<file path="src/rtl/smpclk_pkg.sv">
package smpclk_pkg;

  typedef enum logic [2:0] {
    ST_IDLE = 3'd0,
    ST_WAIT = 3'd1,
    ST_DLY  = 3'd2,
    ST_RUN  = 3'd3,
    ST_DONE = 3'd4
  } eng_state_t;

endpackage

</file>
<file path="src/rtl/smpclk_tbsel.sv">
module smpclk_tbsel #(
  parameter  int NSRC  = 3,
  localparam int SEL_W = (NSRC > 1) ? $clog2(NSRC) : 1
) (
  input  logic [NSRC-1:0]  src_en,
  input  logic [SEL_W-1:0] sel,
  output logic             tick
);

  // an out-of-range code falls back to source 0
  always_comb begin
    tick = src_en[0];
    for (int i = 1; i < NSRC; i++) begin
      if (sel == SEL_W'(i)) tick = src_en[i];
    end
  end

endmodule

</file>
<file path="src/rtl/smpclk_edge.sv">
module smpclk_edge (
  input  logic clk,
  input  logic rst,
  input  logic din,
  output logic rise
);

  logic din_q;

  always_ff @(posedge clk) begin
    if (rst) din_q <= 1'b0;
    else     din_q <= din;
  end

  assign rise = din & ~din_q;

endmodule

</file>
<file path="src/rtl/smpclk_divider.sv">
module smpclk_divider #(
  parameter int W = 32
) (
  input  logic         clk,
  input  logic         rst,
  input  logic         load,
  input  logic [W-1:0] load_val,
  input  logic         tick,
  input  logic [W-1:0] reload,
  output logic         expire
);

  logic [W-1:0] cnt_q;

  // a count of 0 or 1 expires on the next tick
  assign expire = tick & (cnt_q <= W'(1));

  always_ff @(posedge clk) begin
    if (rst)         cnt_q <= '0;
    else if (load)   cnt_q <= load_val;
    else if (expire) cnt_q <= reload;
    else if (tick)   cnt_q <= cnt_q - W'(1);
  end

  AST_RELOAD_FLOOR: assert property (@(posedge clk) disable iff (rst)
    (!$past(rst) && $past(expire) && !$past(load)) |-> (cnt_q >= W'(2)));

endmodule

</file>
<file path="src/rtl/smpclk_engine.sv">
module smpclk_engine
  import smpclk_pkg::*;
#(
  parameter  int CNT_W   = 32,
  parameter  int NSRC    = 3,
  parameter  int DLY_RST = 2,
  parameter  int DIV_MIN = 2,
  localparam int SEL_W   = (NSRC > 1) ? $clog2(NSRC) : 1
) (
  input  logic             clk,
  input  logic             rst,
  input  logic [NSRC-1:0]  tb_src_en,
  input  logic [SEL_W-1:0] tb_sel,
  input  logic             ext_sel,
  input  logic             ext_clk_in,
  input  logic             arm,
  input  logic             start_trig,
  input  logic             sw_stop,
  input  logic             pause_trig,
  input  logic             finite_mode,
  input  logic             dly_wr,
  input  logic [CNT_W-1:0] dly_wdata,
  input  logic [CNT_W-1:0] div_n,
  input  logic [CNT_W-1:0] sample_target,
  output logic [CNT_W-1:0] dly_q,
  output logic             smp_pulse,
  output logic             smp_pulse_n,
  output logic [CNT_W-1:0] smp_count,
  output logic             busy,
  output logic             done
);

  localparam logic [CNT_W-1:0] DIV_FLOOR = CNT_W'(DIV_MIN);
  localparam logic [CNT_W-1:0] DLY_INIT  = CNT_W'(DLY_RST);

  eng_state_t state_q, state_d;

  logic             tb_tick, ext_rise, expire;
  logic             active, div_tick, div_load;
  logic             int_fire, ext_fire, emit, last_smp;
  logic [CNT_W-1:0] reload_val, tgt_eff;

  // ---------------- timebase selection ----------------
  smpclk_tbsel #(.NSRC(NSRC)) u_tbsel (
    .src_en (tb_src_en),
    .sel    (tb_sel),
    .tick   (tb_tick)
  );

  // ---------------- external clock edge ----------------
  smpclk_edge u_edge (
    .clk  (clk),
    .rst  (rst),
    .din  (ext_clk_in),
    .rise (ext_rise)
  );

  // ---------------- delay register ----------------
  always_ff @(posedge clk) begin
    if (rst)         dly_q <= DLY_INIT;
    else if (dly_wr) dly_q <= dly_wdata;
  end

  // ---------------- shared delay / divide counter ----------------
  assign active     = (state_q == ST_DLY) || (state_q == ST_RUN);
  assign div_tick   = tb_tick & active;
  assign div_load   = (state_q == ST_WAIT) & start_trig & ~sw_stop;
  assign reload_val = (div_n < DIV_FLOOR) ? DIV_FLOOR : div_n;

  smpclk_divider #(.W(CNT_W)) u_div (
    .clk      (clk),
    .rst      (rst),
    .load     (div_load),
    .load_val (dly_q),
    .tick     (div_tick),
    .reload   (reload_val),
    .expire   (expire)
  );

  // ---------------- pulse qualification ----------------
  assign int_fire = expire & ~ext_sel;
  assign ext_fire = ext_sel & ext_rise & (state_q == ST_RUN);
  assign emit     = (int_fire | ext_fire) & ~pause_trig & ~sw_stop;
  assign tgt_eff  = (sample_target == '0) ? CNT_W'(1) : sample_target;
  assign last_smp = finite_mode & ((smp_count + CNT_W'(1)) >= tgt_eff);

  // ---------------- sequencer ----------------
  always_comb begin
    state_d = state_q;
    unique case (state_q)
      ST_IDLE: if (arm) state_d = ST_WAIT;
      ST_WAIT: begin
        if (sw_stop)         state_d = ST_DONE;
        else if (start_trig) state_d = ST_DLY;
      end
      ST_DLY: begin
        if (sw_stop)                state_d = ST_DONE;
        else if (emit && last_smp)  state_d = ST_DONE;
        else if (expire)            state_d = ST_RUN;
      end
      ST_RUN: begin
        if (sw_stop)                state_d = ST_DONE;
        else if (emit && last_smp)  state_d = ST_DONE;
      end
      ST_DONE: if (arm) state_d = ST_IDLE;
      default: state_d = ST_IDLE;
    endcase
  end

  always_ff @(posedge clk) begin
    if (rst) begin
      state_q     <= ST_IDLE;
      busy        <= 1'b0;
      done        <= 1'b0;
      smp_pulse   <= 1'b0;
      smp_pulse_n <= 1'b1;
      smp_count   <= '0;
    end else begin
      state_q     <= state_d;
      busy        <= (state_d == ST_WAIT) || (state_d == ST_DLY) || (state_d == ST_RUN);
      done        <= (state_d == ST_DONE);
      smp_pulse   <= emit;
      smp_pulse_n <= ~emit;
      if ((state_q == ST_IDLE) && arm) smp_count <= '0;
      else if (emit)                   smp_count <= smp_count + CNT_W'(1);
    end
  end

  // ---------------- assertions ----------------
  AST_PULSE_IN_ACQ: assert property (@(posedge clk) disable iff (rst)
    smp_pulse |-> ($past(state_q) == ST_DLY || $past(state_q) == ST_RUN));

  AST_PAUSE_GATES: assert property (@(posedge clk) disable iff (rst)
    smp_pulse |-> !$past(pause_trig));

  AST_INV_COPY: assert property (@(posedge clk) disable iff (rst)
    smp_pulse_n != smp_pulse);

  AST_COUNT_STEP: assert property (@(posedge clk) disable iff (rst)
    smp_pulse |-> (smp_count == $past(smp_count) + CNT_W'(1)));

  AST_COUNT_HOLD: assert property (@(posedge clk) disable iff (rst)
    (!smp_pulse && !$past(state_q == ST_IDLE && arm)) |-> $stable(smp_count));

  AST_FINITE_LIMIT: assert property (@(posedge clk) disable iff (rst)
    (state_q == ST_RUN && finite_mode && sample_target != '0) |-> (smp_count < sample_target));

  AST_STOP_ENDS: assert property (@(posedge clk) disable iff (rst)
    $past(sw_stop && (state_q == ST_WAIT || state_q == ST_DLY || state_q == ST_RUN))
      |-> (state_q == ST_DONE && !smp_pulse));

  AST_START_ONLY_WAIT: assert property (@(posedge clk) disable iff (rst)
    (state_q == ST_DLY && $past(state_q) != ST_DLY)
      |-> ($past(state_q) == ST_WAIT && $past(start_trig)));

endmodule

</file>
<file path="config.mk">
export PLATFORM = sky130hd
export DESIGN_NAME = smpclk_engine
export DESIGN_NICKNAME = d
export VERILOG_FILES = /design/src/rtl/smpclk_pkg.sv /design/src/rtl/smpclk_tbsel.sv /design/src/rtl/smpclk_edge.sv /design/src/rtl/smpclk_divider.sv /design/src/rtl/smpclk_engine.sv
export SDC_FILE = /design/constraint.sdc
export NUM_CORES = 1
export LEC_CHECK = 0
export BUFFER_PORTS_ARGS = -buffer_cell sky130_fd_sc_hd__buf_4
export CORE_ASPECT_RATIO = 0.8
export CORE_MARGIN = 5
export CORE_UTILIZATION = 58
export DETAILED_ROUTE_END_ITERATION = 6
export PLACE_DENSITY = 0.95
export SKIP_CTS_REPAIR_TIMING = 1
export SLEW_MARGIN = 20
export SYNTH_ARGS = -nofsm -noshare
export SYNTH_HDL_FRONTEND = slang
export SYNTH_SLANG_ARGS = --single-unit
</file>
<file path="constraint.sdc">
create_clock -name clk -period 5.3 [get_ports clk]
set_input_delay 1.06 -clock clk [delete_from_list [all_inputs] [get_ports clk]]
set_output_delay 1.06 -clock clk [all_outputs]
set_load 0.05 [all_outputs]
</file>
After elaboration in Yosys (flattened, before gate mapping)
Cells that the tools add are included.

storage, ports and cells
  bits in writable memories = 0
  bits in latches = 0
  memories kept = 0
  output and inout port bits = 68
  word-level logic and storage cells = 67
  register bits = 104
  memory bits (read-only) = 0
  bits of input ports = 111

operators by class
  $lt $le $gt $ge = 3
  bitwise gates (word level) = 17
  equal/unequal tests = 10
  div/mod/pow operators = 0
  add/sub/neg operators = 2
  multiplexer cells = 17
  multipliers = 0
  shift operators = 0
  reduce and logical (&&, ||, !) cells = 9

operators with widths
  operator               count
  $mux 32                5
  $add 32x1->32 const B  1
  $ge 32x32->1           1
  $le 32x1->1 const B    1
  $logic_not 32->1       1
  $lt 32x2->1 const B    1
  $sub 32x1->32 const B  1
  $mux 3                 9
  $pmux 3 s5             1
  $eq 3x2->1 const B     4
  $and 1x1->1            11
  $eq 3x1->1 const B     2
  $eq 3x3->1 const B     2
  $not 1->1              5
  $logic_not 3->1        1
  $logic_or 1x1->1       3
  $reduce_bool 3->1      1
  $eq 2x1->1 const B     1
  $eq 2x2->1 const B     1
  $logic_and 1x1->1      2
  $mux 1                 2
  $reduce_or 2->1        1
  $or 1x1->1             1

Logic depth before layout (Yosys ltp)
Gate-level depths: netlist (run 1).

  word-level depth = 16
  depth in mapped cells = 14
  mapped depth without buffers = 13

Cells and area by module
Synthesis (run 1) repeated with hierarchy kept, for this count alone.

unflattened totals
  cells, all modules = 884
  area, all modules = 6904.1 sq um

modules (own cells, without submodules)
  module          area each (sq um)  instances  cells an instance  sequential area each (sq um)
  smpclk_engine   4351.7             1          553                1421.4
  smpclk_divider  2474.9             1          325                640.6
  smpclk_edge     47.5               1          3                  20.0
  smpclk_tbsel    30.0               1          3                  0.0

Worst setup path before layout (run 1)
Ideal clock, no wire load.

  path kind = reg-to-reg
  from = register smp_count[11]
  to = register state_q[0]
  period minus slack after synthesis = 3918 ps
  data arrival time = 3817 ps
  slack = 1382 ps
  setup time = 101 ps
  path buffers = 1
  cell stages (with the launch flop) = 14
  cell sequence = dfxtp_1 > nand2_1 > or4_1 > or3_1 > clkbuf_1 > nor2_1 > xor2_1 > ha_1 > nand4_1 > nor2_1 > a22o_1 > or3_1 > o2111a_2 > o41ai_1

between the ends
  longest elaborated chain between the ends = 7

ends and longest elaborated chain
  what                              RTL line                                   source
  start: declaration                smpclk_engine.sv:28                        output logic [CNT_W-1:0] smp_count,
  start signal: assignment          smpclk_engine.sv:125                       else if (emit) smp_count <= smp_count + CNT_W'(1);
  $add 32x1->32 *                   smpclk_engine.sv:85                        assign last_smp = finite_mode & ((smp_count + CNT_W'(1)) >= tgt_eff);
  $ge 32x32->1 *                    smpclk_engine.sv:85
  $and 1x1->1 *                     smpclk_engine.sv:85
  $logic_and 1x1->1 *               smpclk_engine.sv:98, smpclk_engine.sv:103
  $mux 3, on equally long branches  smpclk_engine.sv:103, smpclk_engine.sv:98
  $mux 3, on equally long branches  smpclk_engine.sv:102, smpclk_engine.sv:97
  $pmux 3 s5 *                      smpclk_engine.sv:90                        unique case (state_q)
  end signal: assignment            smpclk_engine.sv:119                       state_q <= state_d;
  end: declaration                  smpclk_engine.sv:36                        eng_state_t state_q, state_d;

Every way passes the cells marked *; elsewhere a longest branch is shown, timed or not.
A chain may end at the register's enable or synchronous reset.

Final worst setup path (run 1)
  from = register smp_count[9]
  to = register state_q[0]

The elaborated chain is that of the path after synthesis.

==> results of run 1 <==
[worst max-delay path by stage]
stage	endpoint	slack [ns]	depth (start not counted)
after CTS	state_q[0]$_SDFF_PP0_	1.30	12
after global placement	state_q[0]$_SDFF_PP0_	1.54	12
after floorplan	state_q[0]$_SDFF_PP0_	1.38	13
after global routing	state_q[0]$_SDFF_PP0_	1.08	12
final	state_q[0]$_SDFF_PP0_	1.26	12
after detailed placement	state_q[0]$_SDFF_PP0_	1.33	12
[report_power, final]
group | switching, mW | internal (mW)
clock | 0.330 | 0.335
combinational | 0.345 | 0.211
sequential | 0.0316 | 0.809
total | 0.707 | 1.35
[worst max-delay path, cell delays in order, from the launching register on]
cell	delay (ns)
dfxtp_1	0.45
nand3_1	0.18
or4_1	0.65
nor3_1	0.49
nand4_1	0.25
xnor2_1	0.18
ha_1	0.30
nand4_1	0.14
nor4_1	0.10
a22o_1	0.18
or3_1	0.37
o2111a_2	0.33
o41ai_1	0.32
[routing by layer]
metal / wire, um / vias up / GRT usage (%)
met5: 0 / - / 0
met4: 436 / 0 / 8.030
met3: 2195 / 45 / 6.884
met2: 8851 / 389 / 42.23
met1: 8378 / 3148 / 40.43
li1: - / 3236 / -
[final cells by class]
cell class,instances,area [sq um]
Clock buffer,9,225.2
Inverter,40,150.1
Multi-Input combinational cell,605,4080
Timing Repair Buffer,182,1366
Sequential cell,104,2082
Clock inverter,7,66.31
Fill cell,781,2783
Tap cell,144,180.2
[synth_stat cells (27+ instances only)]
cell      instances  area share [%]
ha_1             35             6.7
or3_1            27             2.6
nor4_1           51             4.9
a21oi_1          49             3.8
xnor2_1          31             4.2
o21ai_0          34             2.6
inv_1            40             2.3
clkbuf_1         32             1.8
mux2i_1          37             5.7
nand2_1          37             2.1
nor2_1           95             5.5
dfxtp_1         104              32
[stage by stage]
stage	hold slack, ns	setup slack, ns	util, %	cells
final	0.5217	1.257	74.55	1091
after detailed placement	0.5078	1.328	71.88	1075
after CTS	0.5221	1.296	74.55	1091
after global routing	0.5572	1.075	74.55	1091
after floorplan	0.4732	1.382	-	794
after global placement	0.5048	1.543	71.88	1075
[state kept, by name (all words and copies together), names as in the netlist]
name and cells:
dly_q 32, smp_count 32, u_div.cnt_q 32, state_q 3
busy 1, done 1, smp_pulse 1, smp_pulse_n 1
u_edge.din_q 1
[cell families after synthesis]
family	after synthesis
compound gates	164
xor+xnor	55
fa+ha+maj	35
buf+inv	85
flops	104
mux	37
simple gates	314
==> flow_metrics.py, run 1 <==
metrics = {
    "die": {
        "die_h_um": 104.7,
        "die_x_um": 128.4,
        "fp-row-count": 34,
        "ioPinCount": 179,
        "start_util_pct": 59.51,
        "fp.coreArea_sq_mm": 0.01093,
        "dieArea_sq_mm": 0.01345,
    },
    "grt": {
        "grt_max_degree": 70,
        "grt_pass1_vias": 6366,
        "grt_usage_pct": 28.25,
        "antenna_found_initial": 0,
        "grt_pass1_wl_um": 31600,
        "grt_overflow": 0,
    },
    "cts": {
        "insertion_delay_ns": 0.34,
        "cts_tree": "built",
        "clk_pin_slew_ns": 0.08,
        "htreeDepth": 3,
        "cts_inserted_buffers": 9,
        "cts.sinks": 104,
        "clk_path_buf_depth": 2,
        "cts_root_buf": "clkbuf_16",
    },
    "sta": {
        "relSlewSlack_pct": 27.60,
        "worstMarginPinSlew_ns": 1.086,
        "finalSetupTns_ns": 0,
        "finalCriticalPeriod_ns": 4.043,
        "setup_viol": 0,
        "final.period_utilization_pct": 76.28,
        "fin_worst_skew_ns": 0.007239,
        "rsz0062_at_grt": "no",
        "hold_violations": 0,
        "drv_slew": 0,
        "fmax_mhz": 247.4,
    },
    "synth": {
        "synth.distinct_cells": 62,
        "synth_compound_area_share_pct": 17.00,
        "ys_seq_area_share_pct": 32.00,
        "ys_warn_count": 0,
        "muxShareOfSynthArea_pct": 5.692,
        "syn-num-nets": 940,
        "synth-seq-cells": 104,
        "synthSimpleGateAreaFrac_pct": 25.77,
        "ys.flop_type": "dfxtp_1",
        "syn_area_sq_mm": 0.006506,
        "avgSynthCellArea_sq_um": 8.194,
        "synth_edf_count": 0,
        "synth_top_family_by_area": "simple AND/OR/NAND/NOR gates",
        "syn_inst": 794,
        "async_reset_ff_share_pct": 0,
        "synth_fa_ha_area_share_pct": 6.731,
        "synth-xor-area-share_pct": 7.404,
    },
    "placement": {
        "gp_congestion": 0.9804,
        "post_dp_cell_area_sq_mm": 0.007859,
        "hpwl_um": 14860,
        "numPortBuffers": 178,
    },
    "run_status": {
        "status": "finished, final reports clean",
    },
    "layout": {
        "antenna_cells": 0,
        "drive_gt1_share_pct": 22.81,
        "final_cell_mix": "buf_4 (182), dfxtp_1 (104), nor2_1 (95)",
        "finalNetCount": 1088,
        "stdcell_area_sq_mm": 0.008150,
        "area_growth_pct": 25.27,
        "final_common_cell": "buf_4",
    },
    "routing": {
        "firstDrtPassIters": 6,
        "routed_wl_um": 19860,
        "route.detailed.drc": 0,
        "num_vias": 6818,
        "routed_via_density": 6.249,
        "wl_per_cell_um": 18.21,
        "drtIter0Drc": 835,
        "postRouteAntennaNets": 0,
    },
    "critical_path": {
        "crit_type": "reg2reg",
        "start_kind": "flop",
        "r2r-end": "state_q[0]$_SDFF_PP0_",
        "cp-startpoint": "smp_count[9]$_SDFFE_PP0P_",
        "cp.arrival_ns": 4.28,
        "timing.rr.start": "smp_count[9]$_SDFFE_PP0P_",
        "r2r_cells": 12,
        "end_kind": "flop",
        "reg2reg_slack_ns": 1.26,
        "worstPathRequired_ns": 5.54,
        "worstPathMaxFanout": 7,
    },
    "power": {
        "p_total_mw": 2.062,
        "ir_drop_uv": 232.3,
        "p_leak_nw": 3.632,
        "p_per_area_mw_per_mm2": 253.0,
    },
    "hold_path": {
        "min_path_cells": 2,
        "hp-start": "dly_q[5]$_SDFFE_PP0P_",
        "holdPathEnd": "u_div.cnt_q[5]$_SDFFE_PP0P_",
        "hold_path.class": "reg2reg",
    },
    "job": {
        "drv_cap": 0,
    },
}
Note: power is estimated with default switching activity, not from simulation.
==> inputs of run 2 (changes only) <==
--- a/config.mk
+++ b/config.mk
@@ -8,9 +8,9 @@
 export BUFFER_PORTS_ARGS = -buffer_cell sky130_fd_sc_hd__buf_4
 export CORE_ASPECT_RATIO = 0.8
 export CORE_MARGIN = 5
-export CORE_UTILIZATION = 58
+export CORE_UTILIZATION = 53
 export DETAILED_ROUTE_END_ITERATION = 6
-export PLACE_DENSITY = 0.95
+export PLACE_DENSITY = 0.89
 export SKIP_CTS_REPAIR_TIMING = 1
 export SLEW_MARGIN = 20
 export SYNTH_ARGS = -nofsm -noshare
==> constraint.sdc (replaced) <==
create_clock -name clk -period 4 [get_ports clk]
set_input_delay 0.8 -clock clk [delete_from_list [all_inputs] [get_ports clk]]
set_output_delay 0.8 -clock clk [all_outputs]
set_load 0.05 [all_outputs]
==> run 2 against run 1 <==
  * Design area grew 1.0%
  * Sequential power up 32%
  * Via count shrank 0.12%
  * Clock skew is 0.00053 ns lower
==> flow_metrics.py, run 2 (same netlist as run 1, synthesis figures left out) <==
metrics = {
    "critical_path": {
        "cp.arrival_ns": 4.08,
        "crit_type": "reg2reg",
        "crit_top_cell": "nand4_1",
        "end_kind": "flop",
        "crit_family": "simple AND/OR/NAND/NOR gates",
        "max_stage_delay_ns": 0.59,
        "crit_buf_inv": 1,
        "slowest_stage": "or4_4",
        "worstPathMaxFanout": 7,
        "start_kind": "flop",
        "path_cells": "nand3_1, or4_4, nor3_1, buf_4, nand4_1, xnor2_1, ha_1, nand4_1, nor4_1, a22o_1, or3_1, o2111a_2, o41ai_1",
        "worstPathRequired_ns": 4.25,
    },
    "placement": {
        "post_dp_cell_area_sq_mm": 0.007921,
        "numPortBuffers": 178,
        "dp_slack_ns": 0.1438,
        "hpwl_um": 14770,
        "placedCellCount": 1090,
        "gp_congestion": 0.9237,
    },
    "run_status": {
        "status": "finished, final reports clean",
    },
    "layout": {
        "stdcell_area_sq_mm": 0.008232,
        "stdcell_count": 1106,
        "final_cell_mix": "buf_4 (189), dfxtp_1 (101), nor2_1 (95)",
        "final_common_cell": "buf_4",
        "finalNetCount": 1095,
        "area_growth_pct": 26.52,
        "largestRegisters": "dly_q: 32 flops, smp_count: 32 flops, u_div.cnt_q: 32 flops",
        "antenna_cells": 0,
        "drive_gt1_share_pct": 24.00,
    },
    "cts": {
        "cts.sinks": 104,
        "clk_pin_slew_ns": 0.08,
        "htreeDepth": 3,
        "cts_inserted_buffers": 9,
        "cts_root_buf": "clkbuf_16",
        "clk_path_buf_depth": 2,
        "cts_tree": "built",
        "insertion_delay_ns": 0.36,
    },
    "power": {
        "switching_share_pct": 34.36,
        "p_per_area_mw_per_mm2": 335.6,
        "p_leak_nw": 3.669,
        "combPwrFrac_pct": 27.4,
        "p_switching_mw": 0.9492,
        "ir_drop_uv": 288.9,
        "p_seq_share_pct": 40.3,
        "p_int_mw": 1.813,
        "p_clk_share_pct": 32.3,
    },
    "sta": {
        "relSlewSlack_pct": 27.43,
        "final.period_utilization_pct": 95.69,
        "fin_worst_skew_ns": 0.006709,
        "setup_ws_ns": 0.1725,
        "worstMarginPinSlew_ns": 1.089,
        "hold_violations": 0,
        "setup_viol": 0,
        "finalSetupTns_ns": 0,
        "fmax_mhz": 261.3,
        "finalCriticalPeriod_ns": 3.827,
        "drv_slew": 0,
    },
    "grt": {
        "antenna_found_initial": 0,
        "grt_pass1_vias": 6284,
        "grt_max_degree": 68,
        "grt_overflow": 0,
        "grt_usage_pct": 26.52,
        "grt_pass1_wl_um": 31490,
    },
    "routing": {
        "routed_wl_um": 19560,
        "route.detailed.drc": 0,
        "firstDrtPassIters": 5,
        "routed_via_density": 6.157,
        "postRouteAntennaNets": 0,
        "wl_per_cell_um": 17.69,
        "drtIter0Drc": 647,
        "num_vias": 6810,
    },
    "die": {
        "die_x_um": 133.9,
        "start_util_pct": 53.70,
        "fp-row-count": 36,
        "fp.coreArea_sq_mm": 0.01212,
        "ioPinCount": 179,
        "dieArea_sq_mm": 0.01461,
        "die_h_um": 109.1,
    },
    "hold_path": {
        "hold_path.class": "reg2reg",
    },
    "job": {
        "drv_cap": 0,
    },
}
==> run 2: layout make-up <==
cell class	count	area, sq um
clock inverter	7	67.56
fill	1008	3885
tap	152	190.2
timing repair buffer	189	1419
sequential	104	2086
inverter	40	150.1
multi-input combinational	605	4094
clock buffer	9	225.2
==> run 2: worst reg2reg max path, delay by kind of cell, from the launching register on <==
kind	cells	cell delay, ns
flops	1	0.45
fa+ha+maj	1	0.29
compound gates	3	0.81
xor+xnor	1	0.18
buf+inv	1	0.19
simple gates	7	1.80
==> run 2: power groups by stage <==
| stage | sequential [mW] | combinational [mW] | clock [mW] |
|---|---|---|---|
| 3_3_place_gp | 1.13 | 0.727 | 0 |
| 2_1_floorplan | 1.19 | 0.449 | 0 |
| 4_1_cts | 1.11 | 0.747 | 0.899 |
| 3_5_place_dp | 1.14 | 0.741 | 0 |
| 5_1_grt | 1.12 | 0.818 | 0.950 |
| 6_report | 1.11 | 0.758 | 0.892 |
==> run 2: layer usage <==
metal / part of all wire (%) / GRT usage (%)
met1: 44 / 37.52
met5: 0 / 0
met2: 43 / 39.19
met3: 9.8 / 7.288
met4: 2.6 / 8.443
==> run 2: path summary, 6_finish.rpt <==
kind                                                start                     endpoint  slack (ns)  depth (start not counted)
worst max register to register  smp_count[9]$_SDFFE_PP0P_        state_q[0]$_SDFF_PP0_        0.17                         13
worst max-delay path            smp_count[9]$_SDFFE_PP0P_        state_q[0]$_SDFF_PP0_        0.17                         13
worst min register to register      dly_q[4]$_SDFFE_PP0P_  u_div.cnt_q[4]$_SDFFE_PP0P_        0.52                          2
worst min-delay path                dly_q[4]$_SDFFE_PP0P_  u_div.cnt_q[4]$_SDFFE_PP0P_        0.52                          2
==> run 2: per-stage QoR <==
step,power [mW],hold slack [ns],utilization [%]
5_1_grt,2.888,0.5437,67.94
2_1_floorplan,1.643,0.4732,-
3_5_place_dp,1.877,0.5018,65.38
6_report,2.763,0.5204,67.94
3_3_place_gp,1.862,0.5007,65.38
4_1_cts,2.758,0.5143,67.79
